<file path="config.mk">
export PLATFORM = sky130hd
export DESIGN_NAME = led_chain_serializer
export DESIGN_NICKNAME = d
export VERILOG_FILES = /design/src/rtl/led_ser_pkg.sv /design/src/rtl/led_color_remap.sv /design/src/rtl/led_phase_timer.sv /design/src/rtl/led_frame_ctrl.sv /design/src/rtl/led_chain_serializer.sv
export SDC_FILE = /design/constraint.sdc
export NUM_CORES = 1
export LEC_CHECK = 0
export BUFFER_PORTS_ARGS = -buffer_cell sky130_fd_sc_hd__buf_2
export CAP_MARGIN = 20
export CORE_ASPECT_RATIO = 0.8
export CORE_UTILIZATION = 45
export CTS_CLUSTER_SIZE = 24
export DETAILED_ROUTE_END_ITERATION = 12
export SYNTH_ARGS = -nofsm -noshare
export SYNTH_HDL_FRONTEND = slang
export SYNTH_SLANG_ARGS = --single-unit
</file>
<file path="constraint.sdc">
create_clock -name clk -period 2.9 [get_ports clk]
set_input_delay 0.29 -clock clk [delete_from_list [all_inputs] [get_ports clk]]
set_output_delay 0.29 -clock clk [all_outputs]
set_load 0.005 [all_outputs]
</file>
<file path="src/rtl/led_ser_pkg.sv">
// Shared types and constants for the LED bit serializer.
// Assumes: one clock domain; all widths are set by the modules that use them.
package led_ser_pkg;

    typedef enum logic [2:0] {
        ST_IDLE,
        ST_FETCH,
        ST_HIGH,
        ST_LOW,
        ST_GAP,
        ST_DONE
    } ser_state_t;

    localparam int unsigned ORD_W   = 3;
    localparam logic [ORD_W-1:0] ORD_DEFAULT = 3'd2;

    // Larger of two widths, for sizing a shared counter.
    function automatic int unsigned max_u(input int unsigned a, input int unsigned b);
        return (a > b) ? a : b;
    endfunction

endpackage

</file>
<file path="src/rtl/led_color_remap.sv">
// Reorders the three colour bytes of a word into the order the chain expects.
// Input packing: red in the top byte, green in the middle, blue in the bottom.
// Assumes: order codes above 5 fall back to green-red-blue.
module led_color_remap #(
    parameter int unsigned CH_W = 8
) (
    input  logic [2:0]        order_sel,
    input  logic [3*CH_W-1:0] word_in,
    output logic [3*CH_W-1:0] word_out
);
    localparam int unsigned N_CH = 3;

    logic [CH_W-1:0] chan [N_CH];   // 0 = red, 1 = green, 2 = blue
    logic [1:0]      src  [N_CH];   // source channel for each output slot

    // Split the input word into its colour bytes.
    for (genvar g = 0; g < N_CH; g++) begin : g_split
        assign chan[g] = word_in[(N_CH-g)*CH_W-1 -: CH_W];
    end

    // Pick the source channel of each output slot from the order code.
    always_comb begin
        case (order_sel)
            3'd0:    begin src[0] = 2'd0; src[1] = 2'd1; src[2] = 2'd2; end
            3'd1:    begin src[0] = 2'd0; src[1] = 2'd2; src[2] = 2'd1; end
            3'd3:    begin src[0] = 2'd1; src[1] = 2'd2; src[2] = 2'd0; end
            3'd4:    begin src[0] = 2'd2; src[1] = 2'd0; src[2] = 2'd1; end
            3'd5:    begin src[0] = 2'd2; src[1] = 2'd1; src[2] = 2'd0; end
            default: begin src[0] = 2'd1; src[1] = 2'd0; src[2] = 2'd2; end
        endcase
    end

    // Assemble the reordered word, first slot in the top byte.
    for (genvar k = 0; k < N_CH; k++) begin : g_join
        assign word_out[(N_CH-k)*CH_W-1 -: CH_W] = chan[src[k]];
    end

endmodule

</file>
<file path="src/rtl/led_phase_timer.sv">
// Down-counter that times one line phase.
// A load of v makes expired go high v cycles later, so a phase lasts v+1 cycles.
// Assumes: the controller loads the count in the cycle a phase begins.
module led_phase_timer #(
    parameter int unsigned CNT_W = 13
) (
    input  logic             clk,
    input  logic             rst_n,
    input  logic             load,
    input  logic [CNT_W-1:0] load_val,
    output logic             expired
);
    logic [CNT_W-1:0] cnt_q;

    // Load on request, otherwise count down and rest at zero.
    always_ff @(posedge clk) begin
        if (!rst_n)              cnt_q <= '0;
        else if (load)           cnt_q <= load_val;
        else if (cnt_q != '0)    cnt_q <= cnt_q - CNT_W'(1);
    end

    assign expired = (cnt_q == '0);

    // Once expired with no new load, the timer stays expired.
    assert_timer_hold_R5: assert property (@(posedge clk) disable iff (!rst_n)
        (!load && expired) |=> expired)
        else $error("timer left zero without a load");

    // A non-zero load is not expired in the next cycle.
    assert_timer_load_R5: assert property (@(posedge clk) disable iff (!rst_n)
        (load && load_val != '0) |=> !expired)
        else $error("timer expired right after a non-zero load");

endmodule

</file>
<file path="src/rtl/led_frame_ctrl.sv">
// Frame sequencer: fetches words, walks their bits, times each phase, then the gap.
// Assumes: show-ahead FIFO (data valid while not empty, pop takes it this cycle);
//          timing inputs are already captured for the frame; word_count is live.
module led_frame_ctrl
    import led_ser_pkg::*;
#(
    parameter int unsigned CH_W  = 8,
    parameter int unsigned LEN_W = 13,
    parameter int unsigned HI1_W = 6,
    parameter int unsigned LO1_W = 5,
    parameter int unsigned HI0_W = 5,
    parameter int unsigned LO0_W = 6,
    parameter int unsigned GAP_W = 13,
    parameter int unsigned CNT_W = 13
) (
    input  logic               clk,
    input  logic               rst_n,
    input  logic               enable,
    input  logic [LEN_W-1:0]   word_count,
    input  logic [HI1_W-1:0]   one_hi,
    input  logic [LO1_W-1:0]   one_lo,
    input  logic [HI0_W-1:0]   zero_hi,
    input  logic [LO0_W-1:0]   zero_lo,
    input  logic [GAP_W-1:0]   gap_len,
    input  logic [3*CH_W-1:0]  word_in,
    input  logic               fifo_empty,
    input  logic               tmr_expired,
    output logic               fifo_pop,
    output logic               tmr_load,
    output logic [CNT_W-1:0]   tmr_val,
    output logic               start,
    output logic               busy,
    output logic               led_out,
    output logic               done
);
    localparam int unsigned WORD_W = 3 * CH_W;
    localparam int unsigned BIT_W  = $clog2(WORD_W);
    localparam logic [BIT_W-1:0] LAST_BIT = BIT_W'(WORD_W - 1);

    ser_state_t          st_q, st_d;
    logic [WORD_W-1:0]   sh_q, sh_d;
    logic [BIT_W-1:0]    bit_q, bit_d;
    logic [LEN_W-1:0]    left_q, left_d;
    logic                grab;
    logic [CNT_W-1:0]    hi1_m1, lo1_m1, hi0_m1, lo0_m1, gap_m1;

    // Count minus one, with zero held at zero so the phase lasts one cycle.
    function automatic logic [CNT_W-1:0] ph_m1(input logic [CNT_W-1:0] v);
        return (v == '0) ? '0 : v - CNT_W'(1);
    endfunction

    assign hi1_m1 = ph_m1(CNT_W'(one_hi));
    assign lo1_m1 = ph_m1(CNT_W'(one_lo));
    assign hi0_m1 = ph_m1(CNT_W'(zero_hi));
    assign lo0_m1 = ph_m1(CNT_W'(zero_lo));
    assign gap_m1 = ph_m1(CNT_W'(gap_len));

    // Next-state logic: phase sequencing, word fetch and timer loads.
    always_comb begin
        st_d     = st_q;
        sh_d     = sh_q;
        bit_d    = bit_q;
        left_d   = left_q;
        fifo_pop = 1'b0;
        tmr_load = 1'b0;
        tmr_val  = '0;
        start    = 1'b0;
        grab     = 1'b0;
        case (st_q)
            ST_IDLE: begin
                if (enable) begin
                    start  = 1'b1;
                    left_d = word_count;
                    st_d   = ST_FETCH;
                end
            end
            ST_FETCH: begin
                if (left_q == '0) begin
                    tmr_load = 1'b1;
                    tmr_val  = gap_m1;
                    st_d     = ST_GAP;
                end else if (!fifo_empty) begin
                    grab = 1'b1;
                end
            end
            ST_HIGH: begin
                if (tmr_expired) begin
                    tmr_load = 1'b1;
                    tmr_val  = sh_q[WORD_W-1] ? lo1_m1 : lo0_m1;
                    st_d     = ST_LOW;
                end
            end
            ST_LOW: begin
                if (tmr_expired) begin
                    if (bit_q != '0) begin
                        sh_d     = {sh_q[WORD_W-2:0], 1'b0};
                        bit_d    = bit_q - BIT_W'(1);
                        tmr_load = 1'b1;
                        tmr_val  = sh_q[WORD_W-2] ? hi1_m1 : hi0_m1;
                        st_d     = ST_HIGH;
                    end else if (left_q == '0) begin
                        tmr_load = 1'b1;
                        tmr_val  = gap_m1;
                        st_d     = ST_GAP;
                    end else if (!fifo_empty) begin
                        grab = 1'b1;
                    end else begin
                        st_d = ST_FETCH;
                    end
                end
            end
            ST_GAP: begin
                if (tmr_expired) st_d = ST_DONE;
            end
            ST_DONE: st_d = ST_IDLE;
            default: st_d = ST_IDLE;
        endcase
        if (grab) begin
            fifo_pop = 1'b1;
            sh_d     = word_in;
            bit_d    = LAST_BIT;
            left_d   = left_q - LEN_W'(1);
            tmr_load = 1'b1;
            tmr_val  = word_in[WORD_W-1] ? hi1_m1 : hi0_m1;
            st_d     = ST_HIGH;
        end
    end

    // State, shift register, bit index and words-left registers.
    always_ff @(posedge clk) begin
        if (!rst_n) begin
            st_q   <= ST_IDLE;
            sh_q   <= '0;
            bit_q  <= '0;
            left_q <= '0;
        end else begin
            st_q   <= st_d;
            sh_q   <= sh_d;
            bit_q  <= bit_d;
            left_q <= left_d;
        end
    end

    assign led_out = (st_q == ST_HIGH);
    assign done    = (st_q == ST_DONE);
    assign busy    = (st_q != ST_IDLE);

    // The line goes high in the cycle after every pop.
    assert_pop_then_high_R11: assert property (@(posedge clk) disable iff (!rst_n)
        fifo_pop |=> led_out)
        else $error("no high phase after a pop");

    // Waiting on an empty FIFO keeps the line low.
    assert_stall_low_R8: assert property (@(posedge clk) disable iff (!rst_n)
        (st_q == ST_FETCH && fifo_empty && left_q != '0) |=> !led_out)
        else $error("line rose while starved");

    // Done lasts a single cycle.
    assert_done_pulse_R6: assert property (@(posedge clk) disable iff (!rst_n)
        done |=> !done)
        else $error("done longer than one cycle");

    // Done only follows the reset gap.
    assert_done_after_gap_R6: assert property (@(posedge clk) disable iff (!rst_n)
        $rose(done) |-> $past(st_q == ST_GAP))
        else $error("done without a gap");

    // The gap is only entered with every word consumed.
    assert_gap_all_words_R7: assert property (@(posedge clk) disable iff (!rst_n)
        (st_q == ST_GAP) |-> (left_q == '0))
        else $error("gap entered with words left");

endmodule

</file>
<file path="src/rtl/led_chain_serializer.sv">
// Top of the LED bit serializer: captures the configuration at frame start,
// reorders FIFO words and drives the single-wire line through the sequencer.
// Assumes: configuration inputs come from static registers; FIFO is show-ahead.
module led_chain_serializer
    import led_ser_pkg::*;
#(
    parameter int unsigned CH_W  = 8,
    parameter int unsigned LEN_W = 13,
    parameter int unsigned HI1_W = 6,
    parameter int unsigned LO1_W = 5,
    parameter int unsigned HI0_W = 5,
    parameter int unsigned LO0_W = 6,
    parameter int unsigned GAP_W = 13
) (
    input  logic               clk,
    input  logic               rst_n,
    input  logic               enable,
    input  logic [LEN_W-1:0]   word_count,
    input  logic [2:0]         order_sel,
    input  logic [HI1_W-1:0]   one_hi,
    input  logic [LO1_W-1:0]   one_lo,
    input  logic [HI0_W-1:0]   zero_hi,
    input  logic [LO0_W-1:0]   zero_lo,
    input  logic [GAP_W-1:0]   gap_len,
    input  logic [3*CH_W-1:0]  fifo_data,
    input  logic               fifo_empty,
    output logic               fifo_pop,
    output logic               led_out,
    output logic               done
);
    localparam int unsigned WORD_W = 3 * CH_W;
    localparam int unsigned CNT_W  = max_u(max_u(max_u(HI1_W, LO1_W), max_u(HI0_W, LO0_W)), GAP_W);

    logic [2:0]        order_q;
    logic [HI1_W-1:0]  one_hi_q;
    logic [LO1_W-1:0]  one_lo_q;
    logic [HI0_W-1:0]  zero_hi_q;
    logic [LO0_W-1:0]  zero_lo_q;
    logic [GAP_W-1:0]  gap_q;
    logic [WORD_W-1:0] word_ord;
    logic              start, busy, tmr_load, tmr_expired;
    logic [CNT_W-1:0]  tmr_val;

    // Capture the frame configuration when a transfer starts.
    always_ff @(posedge clk) begin
        if (!rst_n) begin
            order_q   <= ORD_DEFAULT;
            one_hi_q  <= '0;
            one_lo_q  <= '0;
            zero_hi_q <= '0;
            zero_lo_q <= '0;
            gap_q     <= '0;
        end else if (start) begin
            order_q   <= order_sel;
            one_hi_q  <= one_hi;
            one_lo_q  <= one_lo;
            zero_hi_q <= zero_hi;
            zero_lo_q <= zero_lo;
            gap_q     <= gap_len;
        end
    end

    led_color_remap #(.CH_W(CH_W)) u_remap (
        .order_sel (order_q),
        .word_in   (fifo_data),
        .word_out  (word_ord)
    );

    led_phase_timer #(.CNT_W(CNT_W)) u_timer (
        .clk      (clk),
        .rst_n    (rst_n),
        .load     (tmr_load),
        .load_val (tmr_val),
        .expired  (tmr_expired)
    );

    led_frame_ctrl #(
        .CH_W(CH_W), .LEN_W(LEN_W), .HI1_W(HI1_W), .LO1_W(LO1_W),
        .HI0_W(HI0_W), .LO0_W(LO0_W), .GAP_W(GAP_W), .CNT_W(CNT_W)
    ) u_ctrl (
        .clk         (clk),
        .rst_n       (rst_n),
        .enable      (enable),
        .word_count  (word_count),
        .one_hi      (one_hi_q),
        .one_lo      (one_lo_q),
        .zero_hi     (zero_hi_q),
        .zero_lo     (zero_lo_q),
        .gap_len     (gap_q),
        .word_in     (word_ord),
        .fifo_empty  (fifo_empty),
        .tmr_expired (tmr_expired),
        .fifo_pop    (fifo_pop),
        .tmr_load    (tmr_load),
        .tmr_val     (tmr_val),
        .start       (start),
        .busy        (busy),
        .led_out     (led_out),
        .done        (done)
    );

    // Captured configuration stays frozen while a frame runs.
    assert_cfg_frozen_R9: assert property (@(posedge clk) disable iff (!rst_n)
        busy |=> ($stable(order_q) && $stable(one_hi_q) && $stable(one_lo_q) &&
                  $stable(zero_hi_q) && $stable(zero_lo_q) && $stable(gap_q)))
        else $error("configuration changed during a frame");

endmodule

</file>
Word level (Yosys, flattened, before mapping)
Cells that the tools add are included.
{"block": "op_classes", "n_reduce_logical": 23, "div_mod_pow": 0, "n_lt_le_gt_ge": 3, "n_mul": 0, "n_bitwise": 4, "muxes": 61, "shifts": 0, "add_sub_neg": 8, "n_eq_ne": 21}
{"op": "13-bit 2-to-1 mux", "count": 18}
{"op": "24-bit 2-to-1 mux", "count": 4}
{"op": "8-bit binary-select mux with 2-bit select", "count": 3}
{"op": "8-bit 2-to-1 mux", "count": 6}
{"op": "13-bit zero test", "count": 3}
{"op": "13-bit case mux with 3 select lines", "count": 1}
{"op": "13-bit by 1-bit subtractor with 13-bit output, second input constant", "count": 3}
{"op": "6-bit case mux with 5 select lines", "count": 1}
{"op": "3-bit 2-to-1 mux", "count": 8}
{"op": "5-bit 2-to-1 mux", "count": 4}
{"op": "3-bit case mux with 5 select lines", "count": 1}
{"op": "6-bit by 1-bit subtractor with 7-bit output, second input constant", "count": 2}
{"op": "13-bit nonzero test", "count": 1}
{"op": "3-bit == test, second input constant", "count": 4}
{"op": "6-bit zero test", "count": 2}
{"op": "1-bit 2-to-1 mux", "count": 12}
{"op": "6-bit AND reduction", "count": 2}
{"op": "2-bit nonzero test", "count": 6}
{"op": "5-bit by 1-bit subtractor with 6-bit output, second input constant", "count": 2}
{"op": "5-bit zero test", "count": 2}
{"op": "3-bit by 2-bit == test with 1-bit output, second input constant", "count": 3}
{"op": "3-bit >= comparator, second input constant", "count": 3}
{"op": "3-bit by 2-bit inequality test with 1-bit output, second input constant", "count": 3}
{"op": "2-bit inverter with 3-bit output", "count": 3}
{"op": "16 further kinds", "count": 23}
{"block": "word_totals", "reg_bits": 96, "out_inout_bits": 3, "inputBits": 79, "wordCells": 133, "ram_bits": 0, "n_memories": 0, "latchBits": 0, "romBits": 0}

Logic depth before layout (Yosys ltp)
Gate-level depths: netlist of run 1.
{"block": "depth", "depth_word": 9, "depth_mapped": 10, "depth_no_buf": 9}

By module
Synthesis of run 1 repeated with hierarchy kept, for this count alone.
{"block": "hier_totals", "hier_cells": 835, "hier_area_um2": 6740.2}
{"mod": "led_frame_ctrl", "n_inst": 1, "cells_each": 497, "area_each_um2": 3662.3, "seq_area_each_um2": 900.9}
{"mod": "led_chain_serializer", "n_inst": 1, "cells_each": 122, "area_each_um2": 1451.4, "seq_area_each_um2": 760.7}
{"mod": "led_color_remap", "n_inst": 1, "cells_each": 122, "area_each_um2": 819.5, "seq_area_each_um2": 0.0}
{"mod": "led_phase_timer", "n_inst": 1, "cells_each": 94, "area_each_um2": 807.0, "seq_area_each_um2": 260.2}

Worst setup path before layout of run 1
No wires, ideal clock.
{"block": "synth_path", "path_kind": "flip-flop to flip-flop", "from": "reg u_timer.cnt_q[0]", "to": "reg u_ctrl.left_q[8]", "path_slack_ns": 0.717, "required_time_ns": 2.772, "setup_ns": 0.128, "path_buffers": 0, "synth_period_minus_slack_ns": 2.183, "path_stages_with_launch": 10, "arrival_ns": 2.055, "path_cell_list": "dfxtp_1 inv_1 ha_1 nor4b_2 a41o_1 nand3_4 inv_4 mux2_1 a221oi_1 nor2_1"}
{"block": "synth_via", "elab_chain_cells": 5, "word_cells_on_any_way": 7, "classes_between": "3 x mux; 4 x reduce/logical"}
{"element": "from (decl)", "line_no": "led_phase_timer.sv:13", "text": "logic [CNT_W-1:0] cnt_q;"}
{"element": "from (signal assigned)", "line_no": "led_phase_timer.sv:18", "text": "else if (load) cnt_q <= load_val;"}
{"element": "from (signal assigned)", "line_no": "led_phase_timer.sv:19", "text": "else if (cnt_q != '0) cnt_q <= cnt_q - CNT_W'(1);"}
{"element": "13-bit zero test *", "line_no": "led_phase_timer.sv:22", "text": "assign expired = (cnt_q == '0);"}
{"element": "1-bit 2-to-1 mux *", "line_no": "led_frame_ctrl.sv:94", "text": "if (tmr_expired) begin"}
{"element": "1-bit case mux with 2 select lines *", "line_no": "led_frame_ctrl.sv:69", "text": "case (st_q)"}
{"element": "2-bit nonzero test (no line)"}
{"element": "2-bit AND reduction (no line)"}
{"element": "to (signal assigned)", "line_no": "led_frame_ctrl.sv:140", "text": "left_q <= left_d;"}
{"element": "to (decl)", "line_no": "led_frame_ctrl.sv:43", "text": "logic [LEN_W-1:0] left_q, left_d;"}
Mark *: on every way between the ends. The rest lies on a longest branch, timed or not.
A chain may end at the register's enable or synchronous reset.

Final worst setup path of run 1
{"block": "layout_path", "from": "reg u_ctrl.bit_q[0]", "to": "out fifo_pop"}
{"block": "layout_via", "elab_chain_cells": 5}
{"element": "from (decl)", "line_no": "led_frame_ctrl.sv:42", "text": "logic [BIT_W-1:0] bit_q, bit_d;"}
{"element": "from (signal assigned)", "line_no": "led_frame_ctrl.sv:139", "text": "bit_q <= bit_d;"}
{"element": "5-bit nonzero test", "line_no": "led_frame_ctrl.sv:95", "text": "if (bit_q != '0) begin"}
{"element": "1-bit 2-to-1 mux", "line_no": "led_frame_ctrl.sv:95"}
{"element": "1-bit 2-to-1 mux", "line_no": "led_frame_ctrl.sv:94"}
{"element": "1-bit case mux with 2 select lines", "line_no": "led_frame_ctrl.sv:69"}
{"element": "1-bit 2-to-1 mux", "line_no": "led_frame_ctrl.sv:118", "text": "if (grab) begin"}
{"element": "to (decl)", "line_no": "led_chain_serializer.sv:27", "text": "output logic fifo_pop,"}
Every way passes these cells.

==> run summary, run 1 <==
Required @ worst endpoint: 2.61 ns
Cell Area, Synth: 6340 um2
postcts setup bufs: 0
Worst Setup SP: u_ctrl.bit_q[0]
FF-to-FF setup slack: 0.27 ns
IO Count: 82
final setup vio count: 0
Yosys warning count: 0
Die Span Y: 108 um
final cell count without fillers: 1081
Area after DPL: 6870 um2
Mean Syn Cell Area: 7.52 um2
first-pass GRT wire length: 29100 um
H-tree Lvls: 3
largest stage delay on the critical path: 0.42 ns
CTS root buffer: clkbuf_16
total wire length: 18200 um
CP Launch Type: flip-flop
worst r2r src: u_ctrl.bit_q[0]
clock skew: 0.00535 ns
Worst slew margin: 50.0%
Critical R2R Capture: u_ctrl.left_q[8]
synthesis-stage register bit count: 96
drc violations: 0
vias: 6448
synth unique cells: 77
# nets final: 989
CTS Buf Count: 9
DP HPWL: 13500 um
Sum Neg Setup Slack: 0 ns
Tmin final: 2.65 ns
Core Area: 13600 um2
die area: 14600 um2
sequential area share after synthesis: 30.3%
CP Capture Point: fifo_pop
CP max FO: 19
GRT Util Overall: 25.1%
Post-CTS Hold Buffers: 0
EDFF count, synth: 0
Slew @ Worst Pin: 0.740 ns
power per standard cell area: 895 nW/um2
max-slew violations: 0
Setup CP Type: reg -> out
Mapped Cells: 844
Hold WS: 0.159 ns
CP arrival: 2.36 ns
CP max stage cell: a41o_1
Tcrit/Tclk final: 91.4%
drt pass-1 iters: 5
VDD IR max: 0.000357 V
Post-DRT Antenna Nets: 0
detail-routed via count per cell: 5.96
clock sinks: 96
Worst R2R Path Depth: 9
RSZ-0062 raised after global routing: no
average wire per standard cell: 16.8 um
Final Cell Area: 7140 um2
leak pwr: 2.72 nW
Crit. End Element: primary output
fill cell count: 1360
Placed Instances: 1065
CTS tree: done
Max clock buf depth: 2
pin count of the biggest net entering global routing: 57
vias in the first global route: 5638
Die X: 135 um
Main synth FF type: dfxtp_1
grt ovf: 0
row count: 38
# resized after CTS: 0
Mapped Nets: 937
IO buf count: 81
max-cap viol count: 0
ys async rst share: 0%
worst hold path type: in -> reg
Skew-Pair Late Insertion Delay: 0.34 ns
initial antenna violation count: 0
Syn-to-layout area delta: 12.6%
Starting Density: 46.5%
Starting DRT DRC Count: 529
status: complete, no violations
critical-path cell list: inv_1 -> ha_1 -> nor4b_4 -> a41o_1 -> nand3_4 -> inv_4 -> buf_2
gpl congestion: 0.945
Max Clk Rate: 377 MHz
Final Hold Viols: 0
diode count: 0
layout cell share with drive strength beyond 1: 15.5%
clk slew on worst S/H paths: 0.07 ns
-- synth_stat cells (3+ instances only) --
library cell	instances	area share [%]
nand2_1	166	9.8
ha_1	14	2.8
and3_1	7	0.69
a22o_1	9	1.2
o311ai_1	4	0.55
a211oi_1	24	2.8
buf_1	7	0.41
clkbuf_1	35	2.1
a311oi_1	24	3.3
mux2i_1	26	4.1
nor3_1	24	1.9
nor4_1	8	0.79
nor2_1	55	3.3
o21ai_0	25	2.0
o211ai_1	3	0.36
nand4_1	5	0.49
xor2_1	16	2.2
o31ai_1	7	0.83
o21ai_1	11	0.87
dfxtp_1	96	30
nand3_1	17	1.3
a22oi_1	3	0.36
buf_2	10	0.79
or3_1	3	0.30
a31oi_1	10	0.99
inv_1	24	1.4
o221ai_1	8	1.1
or4_1	6	0.71
a21oi_1	86	6.8
and2_1	3	0.30
o22ai_1	10	0.99
xnor2_1	11	1.5
nor4_4	3	1.0
nor2b_1	12	1.2
nand2b_1	11	1.1
nor4b_1	5	0.69
-- report_power, final --
part,switching (mW),internal [mW],total (mW)
Clock,0.533,0.591,1.12
Combinational,1.94,1.29,3.23
Sequential,0.393,1.65,2.04
Total,2.87,3.53,6.39
-- metal layers --
metal  up-vias  part of all wire [%]  GRT usage [%]
met1      3042                    52           38.9
met2       210                    41           35.2
met4         0                   1.3           6.66
met5         -                     0              0
met3        23                   5.9           3.98
li1       3173                     -              -
-- worst max-delay path, delay by kind of cell, from the launching register on --
family	cells	cell delay [ns]
AO/OA/AOI/OAI	1	0.42
adder cells (fa/ha/maj)	1	0.17
buffers and inverters	3	0.50
flip-flops	1	0.34
AND/OR/NAND/NOR	2	0.59
-- area by class of cell --
class / instances / area [um2] / area share [%]
Inverter: 27 / 104 / 1.45
Clock buffer: 11 / 233 / 3.26
Clock inverter: 5 / 41.3 / 0.578
Tap cell: 180 / 225 / 3.15
Timing Repair Buffer: 96 / 531 / 7.43
Multi-Input combinational cell: 666 / 4090 / 57.2
Sequential cell: 96 / 1920 / 26.9
-- through the flow --
step / worst slack, ns / power [mW] / util (%)
5_1_grt: 0.103 / 6.88 / 52.3
3_3_place_gp: 0.361 / 5.18 / 50.3
6_report: 0.251 / 6.39 / 52.3
4_1_cts: 0.263 / 6.38 / 52.3
2_1_floorplan: 0.717 / 4.37 / -
3_5_place_dp: 0.306 / 5.24 / 50.3
-- worst min path at each step --
stage                        start              to  slack (ns)  cells after the start
detailed placement  u_ctrl.sh_q[0]  u_ctrl.sh_q[0]        0.46                      2
global placement    u_ctrl.sh_q[0]  u_ctrl.sh_q[0]        0.46                      2
CTS                   order_sel[1]      order_q[1]        0.15                      3
floorplan             order_sel[1]      order_q[1]        0.41                      2
finish                order_sel[1]      order_q[1]        0.16                      3
global route          order_sel[1]      order_q[1]        0.17                      3
-- sequential cells by signal, summed over array words and instances, names as in the netlist --
| name | count |
|---|---|
| zero_hi_q | 5 |
| one_lo_q | 5 |
| u_timer.cnt_q | 13 |
| zero_lo_q | 6 |
| u_ctrl.sh_q | 24 |
| order_q | 3 |
| u_ctrl.bit_q | 5 |
| gap_q | 13 |
| u_ctrl.st_q | 3 |
| u_ctrl.left_q | 13 |
| one_hi_q | 6 |
-- layout by cell type, fill, tap and decap left out, types with 24 or more instances in the layout --
master,count
a211oi_1,24
dfxtp_1,96
nor2_1,55
inv_1,24
a311oi_1,24
buf_2,81
mux2i_1,26
nand2_1,166
nor3_1,24
a21oi_1,86
o21ai_0,25
-- cells by family (layout without fill, tap and decap cells) --
group	after synthesis	after routing	synth area share, %
buffers and inverters	82	139	5.37
and+or+nand+nor	350	350	27.8
xor gates and xnor gates	27	27	3.73
AOI/OAI and AO/OA	246	246	25.5
adders and majority gates	15	15	2.92
muxes	28	28	4.46
DFF	96	96	30.3
Note: power is estimated with default switching activity, not from simulation.
==> inputs of run 2 (changes only) <==
--- a/config.mk
+++ b/config.mk
@@ -8,6 +8,7 @@
 export BUFFER_PORTS_ARGS = -buffer_cell sky130_fd_sc_hd__buf_2
 export CAP_MARGIN = 20
 export CORE_ASPECT_RATIO = 0.8
+export CORE_MARGIN = 1
 export CORE_UTILIZATION = 45
 export CTS_CLUSTER_SIZE = 24
 export DETAILED_ROUTE_END_ITERATION = 12
==> constraint.sdc (replaced) <==
create_clock -name clk -period 3 [get_ports clk]
set_input_delay 0.3 -clock clk [delete_from_list [all_inputs] [get_ports clk]]
set_output_delay 0.3 -clock clk [all_outputs]
set_load 0.005 [all_outputs]
==> run 2 against run 1 <==
  * Critical path depth unchanged
  * Combinational power is 5% lower
  * First-iteration DRC count is 21% lower
  * Non-clock buffer count shrank 1
  * Highest routed layer unchanged
  * Total power shrank 3.8%
  * Critical endpoint unchanged
  * Utilization is essentially flat
  * Via count is 0.82% lower
==> run summary, run 2 (same netlist as run 1, synthesis figures left out) <==
Core Area: 13600 um2 (unchanged)
# resized after CTS: 0 (unchanged)
Skew-Pair Late Insertion Delay: 0.35 ns (was 0.34 ns)
Slew @ Worst Pin: 0.799 ns (was 0.740 ns)
Cell Int Power: 3.41 mW (was 3.53 mW)
# nets final: 988 (was 989)
gpl congestion: 0.887 (was 0.945)
final setup vio count: 0 (unchanged)
most flop-heavy register: u_ctrl.sh_q (unchanged)
Starting Density: 46.5% (unchanged)
Syn-to-layout area delta: 12.5% (was 12.6%)
Clk pwr share: 17.9% (was 17.6%)
Max Clk Rate: 373 MHz
CP max stage cell: a41o_1 (unchanged)
Worst Setup SP: u_timer.cnt_q[0] (was u_ctrl.bit_q[0])
switching share of total power: 44.6% (was 44.8%)
Worst slew margin: 46.7% (was 50.0%)
Die Span Y: 108 um (unchanged)
sequential share of power: 32.0% (was 31.9%)
min-delay src: order_sel[1] (unchanged)
Final Hold Viols: 0 (unchanged)
Comb power frac: 50.1% (was 50.5%)
Placed Instances: 1064 (was 1065)
total wire length: 18300 um (was 18200 um)
detail-routed via count per cell: 5.92 (was 5.96)
critical path depth: 7 (unchanged)
most frequent cells in the layout: nand2_1, dfxtp_1, a21oi_1 (unchanged)
Sw Pwr: 2.74 mW (was 2.87 mW)
FF-to-FF setup slack: 0.34 ns (was 0.27 ns)
critical-path cell list: inv_1 -> ha_1 -> nor4b_2 -> a41o_1 -> nand3_4 -> inv_4 -> buf_2 (was inv_1 -> ha_1 -> nor4b_4 -> a41o_1 -> nand3_4 -> inv_4 -> buf_2)
VDD IR max: 0.000383 V (was 0.000357 V)
average wire per standard cell: 16.9 um (was 16.8 um)
worst r2r src: u_timer.cnt_q[0] (was u_ctrl.bit_q[0])
Tmin final: 2.68 ns
register area: 1920 um2 (unchanged)
Sum Neg Setup Slack: 0 ns (unchanged)
clock sinks: 96 (unchanged)
Starting DRT DRC Count: 417 (was 529)
Worst R2R Path Depth: 9 (unchanged)
leading cell type in the layout, fill and taps excluded: nand2_1 (unchanged)
clock skew: 0.00720 ns (was 0.00535 ns)
pin count of the biggest net entering global routing: 57 (unchanged)
CP Launch Type: flip-flop (unchanged)
initial antenna violation count: 0 (unchanged)
die area: 14600 um2 (unchanged)
CP arrival: 2.38 ns (was 2.36 ns)
vias: 6395 (was 6448)
postcts setup bufs: 0 (unchanged)
worst path bufs/invs: 3 (unchanged)
drc violations: 0 (unchanged)
status: complete, no violations (unchanged)
vias in the first global route: 5873 (was 5638)
IO buf count: 81 (unchanged)
IO Count: 82 (unchanged)
Hold WS: 0.169 ns (was 0.159 ns)
clk slew on worst S/H paths: 0.07 ns (about the same)
leak pwr: 2.71 nW (was 2.72 nW)
CP Capture Point: fifo_pop (unchanged)
DP HPWL: 13500 um (about the same)
power per standard cell area: 862 nW/um2 (was 895 nW/um2)
cell family with the largest share of critical-path delay: simple AND/OR/NAND/NOR gates (unchanged)
CP max FO: 19 (unchanged)
Die X: 135 um (unchanged)
row count: 38 (unchanged)
CTS Buf Count: 9 (unchanged)
Critical R2R Capture: u_ctrl.left_q[8] (unchanged)
final cell count without fillers: 1080 (was 1081)
largest stage delay on the critical path: 0.42 ns (about the same)
max FFs per register: 24 (unchanged)
worst hold path type: in -> reg (unchanged)
RSZ-0062 raised after global routing: no (unchanged)
H-tree Lvls: 3 (unchanged)
drt pass-1 iters: 5 (unchanged)
max-slew violations: 0 (unchanged)
GRT Util Overall: 25.5% (was 25.1%)
Tcrit/Tclk final: 89.3%
Post-CTS Hold Buffers: 0 (unchanged)
first-pass GRT wire length: 29500 um (was 29100 um)
total power: 6.15 mW (was 6.39 mW)
Post-DRT Antenna Nets: 0 (unchanged)
Setup CP Type: reg -> out (unchanged)
Crit. End Element: primary output (unchanged)
CTS root buffer: clkbuf_16 (unchanged)
Max clock buf depth: 2 (unchanged)
max-cap viol count: 0 (unchanged)
grt ovf: 0 (unchanged)
Required @ worst endpoint: 2.70 ns (was 2.61 ns)
CTS tree: done (unchanged)
diode count: 0 (unchanged)
layout cell share with drive strength beyond 1: 15.4% (was 15.5%)
fill cell count: 1347 (was 1360)
multi-input logic area: 4090 um2 (unchanged)
[run 2: cell count changes in the layout (fill, tap and decap cells not counted)]
cell,change
buf_4,-1
clkbuf_8,+1
clkinv_2,+1
clkinv_4,-1
inv_6,-1
[run 2: power by group through the flow]
stage / Clock (mW) / Sequential (mW) / Combinational, mW
after floorplan: 0 / 1.85 / 2.37
after global placement: 0 / 1.97 / 3.00
after detailed placement: 0 / 1.99 / 3.03
after CTS: 1.12 / 1.96 / 3.05
after global routing: 1.18 / 2.02 / 3.43
final: 1.10 / 1.97 / 3.08
[run 2: how the worst min path moves through the flow]
stage / end / slack (ns) / cells past startpoint
floorplan: order_q[1] / 0.42 / 2
global placement: u_ctrl.sh_q[0] / 0.46 / 2
detailed placement: u_ctrl.sh_q[0] / 0.46 / 2
CTS: order_q[1] / 0.17 / 3
global route: one_lo_q[0] / 0.18 / 3
finish: order_q[1] / 0.17 / 3
[run 2: final cells by class]
| class | count | share of cell area, % |
|---|---|---|
| clock buffers | 12 | 3.45 |
| clock inverters | 4 | 0.403 |
| inverters | 27 | 1.46 |
| multi-input cells | 666 | 57.3 |
| flip-flops and latches | 96 | 26.9 |
| well taps | 180 | 3.16 |
| repair buffers | 95 | 7.33 |
[run 2: worst min-delay path: stages]
cell     delay [ns]
buf_2          0.08
nand2_1        0.04
nand3_1        0.06
[run 2: through the flow]
step                      utilization (%)  worst slack [ns]  area, um2
after CTS                            52.3             0.327       7140
after global routing                 52.3             0.100       7140
after floorplan                         -             0.817       6340
after global placement               50.3             0.412       6860
final                                52.3             0.321       7140
after detailed placement             50.3             0.348       6860
[run 2: per-layer routing]
layer | track usage [%] | wire, um | up-vias
met5 | 0 | 0 | -
met4 | 6.98 | 167 | 0
met3 | 4.31 | 973 | 16
met2 | 37.8 | 7730 | 200
met1 | 37.6 | 9400 | 3003
li1 | - | - | 3176
==> inputs of run 3 (changes only) <==
--- a/config.mk
+++ b/config.mk
@@ -10,6 +10,7 @@
 export CORE_ASPECT_RATIO = 0.8
 export CORE_MARGIN = 1
 export CORE_UTILIZATION = 45
+export CTS_BUF_LIST = sky130_fd_sc_hd__clkbuf_8 sky130_fd_sc_hd__clkbuf_16
 export CTS_CLUSTER_SIZE = 24
 export DETAILED_ROUTE_END_ITERATION = 12
 export SYNTH_ARGS = -nofsm -noshare
==> run 3 against run 2 <==
  * Combinational power about the same
  * Sequential power about the same
  * Critical path type unchanged
  * Non-clock buffer count unchanged
  * Wire length about the same
  * Utilization is the same
  * Sequential share of layout area unchanged
  * Die area unchanged
  * Global-route usage is the same
  * Flip-flop and latch count did not move
==> run summary, run 3 (same netlist as run 1, synthesis figures left out) <==
IO Count: 82 (unchanged)
final setup vio count: 0 (unchanged)
Tcrit/Tclk final: 88.9% (was 89.3%)
FF-to-FF setup slack: 0.35 ns (was 0.34 ns)
Sum Neg Setup Slack: 0 ns (unchanged)
Slew @ Worst Pin: 0.795 ns (was 0.799 ns)
CP Launch Type: flip-flop (unchanged)
max-slew violations: 0 (unchanged)
grt ovf: 0 (unchanged)
Worst R2R Path Depth: 9 (unchanged)
GRT Util Overall: 25.5% (unchanged)
Post-Place Worst Slack: 0.348 ns (unchanged)
largest stage delay on the critical path: 0.41 ns (was 0.42 ns)
status: complete, no violations (unchanged)
Tmin final: 2.67 ns (was 2.68 ns)
layout cell share with drive strength beyond 1: 15.4% (unchanged)
Post-DRT Antenna Nets: 0 (unchanged)
CTS Buf Count: 9 (unchanged)
average wire per standard cell: 16.9 um (about the same)
Hold WS: 0.170 ns (was 0.169 ns)
Die X: 135 um (unchanged)
detail-routed via count per cell: 5.92 (about the same)
Starting DRT DRC Count: 419 (was 417)
clk slew on worst S/H paths: 0.07 ns (about the same)
clock skew: 0.00744 ns (was 0.00720 ns)
worst r2r src: u_timer.cnt_q[0] (unchanged)
max-cap viol count: 0 (unchanged)
CP max stage cell: a41o_1 (unchanged)
Syn-to-layout area delta: 12.5% (unchanged)
CP arrival: 2.37 ns (was 2.38 ns)
Crit. End Element: primary output (unchanged)
clock sinks: 96 (unchanged)
Required @ worst endpoint: 2.70 ns (about the same)
max FFs per register: 24 (unchanged)
drc violations: 0 (unchanged)
Die Span Y: 108 um (unchanged)
RSZ-0062 raised after global routing: no (unchanged)
Starting Density: 46.5% (unchanged)
Hold EP: order_q[1] (unchanged)
leak pwr: 2.72 nW (was 2.71 nW)
hold path depth: 3 (unchanged)
vias: 6389 (was 6395)
most frequent cells in the layout: nand2_1, dfxtp_1, a21oi_1 (unchanged)
# nets final: 988 (unchanged)
IO buf count: 81 (unchanged)
Final Hold Viols: 0 (unchanged)
worst hold path type: in -> reg (unchanged)
VDD IR max: 0.000381 V (was 0.000383 V)
leading cell type in the layout, fill and taps excluded: nand2_1 (unchanged)
H-tree Lvls: 3 (unchanged)
Skew-Pair Late Insertion Delay: 0.35 ns (about the same)
Post-CTS Hold Buffers: 0 (unchanged)
min-delay src: order_sel[1] (unchanged)
Worst slew margin: 46.9% (was 46.7%)
vias in the first global route: 5873 (unchanged)
row count: 38 (unchanged)
Critical R2R Capture: u_ctrl.left_q[8] (unchanged)
postcts setup bufs: 0 (unchanged)
initial antenna violation count: 0 (unchanged)
Core Area: 13600 um2 (unchanged)
DP HPWL: 13500 um (unchanged)
Max Clk Rate: 375 MHz (was 373 MHz)
die area: 14600 um2 (unchanged)
CP max FO: 19 (unchanged)
drt pass-1 iters: 5 (unchanged)
total wire length: 18300 um (about the same)
pin count of the biggest net entering global routing: 57 (unchanged)
CTS root buffer: clkbuf_16 (unchanged)
power per standard cell area: 860 nW/um2 (was 862 nW/um2)
Final WS setup: 0.333 ns (was 0.321 ns)
Max clock buf depth: 2 (unchanged)
most flop-heavy register: u_ctrl.sh_q (unchanged)
fill cell count: 1347 (unchanged)
critical-path cell list: inv_1 -> ha_1 -> nor4b_2 -> a41o_1 -> nand3_4 -> inv_4 -> buf_2 (unchanged)
# resized after CTS: 0 (unchanged)
diode count: 0 (unchanged)
gpl congestion: 0.887 (unchanged)
first-pass GRT wire length: 29500 um (unchanged)
CTS tree: done (unchanged)
Setup CP Type: reg -> out (unchanged)
-- run 3: changes by cell type in the layout (fill, tap and decap cells not counted), sizes merged --
cell | previous run | this run
clkbuf | 12 | 10
inv | 28 | 30
-- run 3: area by class of cell --
type	instances	area, um2	share of cell area (%)
inverters	27	104	1.46
repair buffers	95	523	7.33
clock buffers	10	239	3.35
flip-flops and latches	96	1920	26.9
well taps	180	225	3.16
multi-input cells	666	4090	57.3
clock inverters	6	36.3	0.508
-- run 3: worst max-delay path by stage --
stage,startpoint,end,slack (ns),cells past startpoint
after global routing,u_ctrl.bit_q[0],u_ctrl.left_q[8],0.10,9
after floorplan,u_timer.cnt_q[0],u_ctrl.left_q[8],0.82,9
after detailed placement,u_ctrl.bit_q[0],u_ctrl.left_q[8],0.35,9
after CTS,u_ctrl.bit_q[0],fifo_pop,0.33,7
after global placement,u_ctrl.bit_q[0],u_ctrl.left_q[8],0.41,9
final,u_timer.cnt_q[0],fifo_pop,0.33,7
-- run 3: critical path: cells and delay by family (launching register included) --
| family | cells | cell delay [ns] |
|---|---|---|
| AND/OR/NAND/NOR | 2 | 0.59 |
| AO/OA/AOI/OAI | 1 | 0.41 |
| buffers and inverters | 3 | 0.53 |
| adder cells (fa/ha/maj) | 1 | 0.16 |
| flip-flops | 1 | 0.32 |
-- run 3: through the flow --
step | power (mW) | utilization [%] | area [um2] | std cells
2_1_floorplan | 4.22 | - | 6340 | 844
3_3_place_gp | 4.97 | 50.3 | 6860 | 1064
3_5_place_dp | 5.02 | 50.3 | 6860 | 1064
4_1_cts | 6.12 | 52.3 | 7140 | 1080
5_1_grt | 6.62 | 52.3 | 7140 | 1080
6_report | 6.14 | 52.3 | 7140 | 1080
-- run 3: power by group --
| group | switching, mW | total (mW) | internal, mW | leakage [nW] |
|---|---|---|---|---|
| clock | 0.512 | 1.09 | 0.581 | 0.137 |
| sequential | 0.375 | 1.97 | 1.59 | 0.787 |
| combinational | 1.85 | 3.08 | 1.23 | 1.80 |
| total | 2.74 | 6.14 | 3.40 | 2.72 |
-- run 3: metal layers --
layer	global-route usage [%]	vias to the layer above	share of wire (%)
li1	-	3172	-
met1	37.6	2995	51
met2	37.8	209	42
met3	4.31	13	5.5
met4	6.98	0	0.84
met5	0	-	0
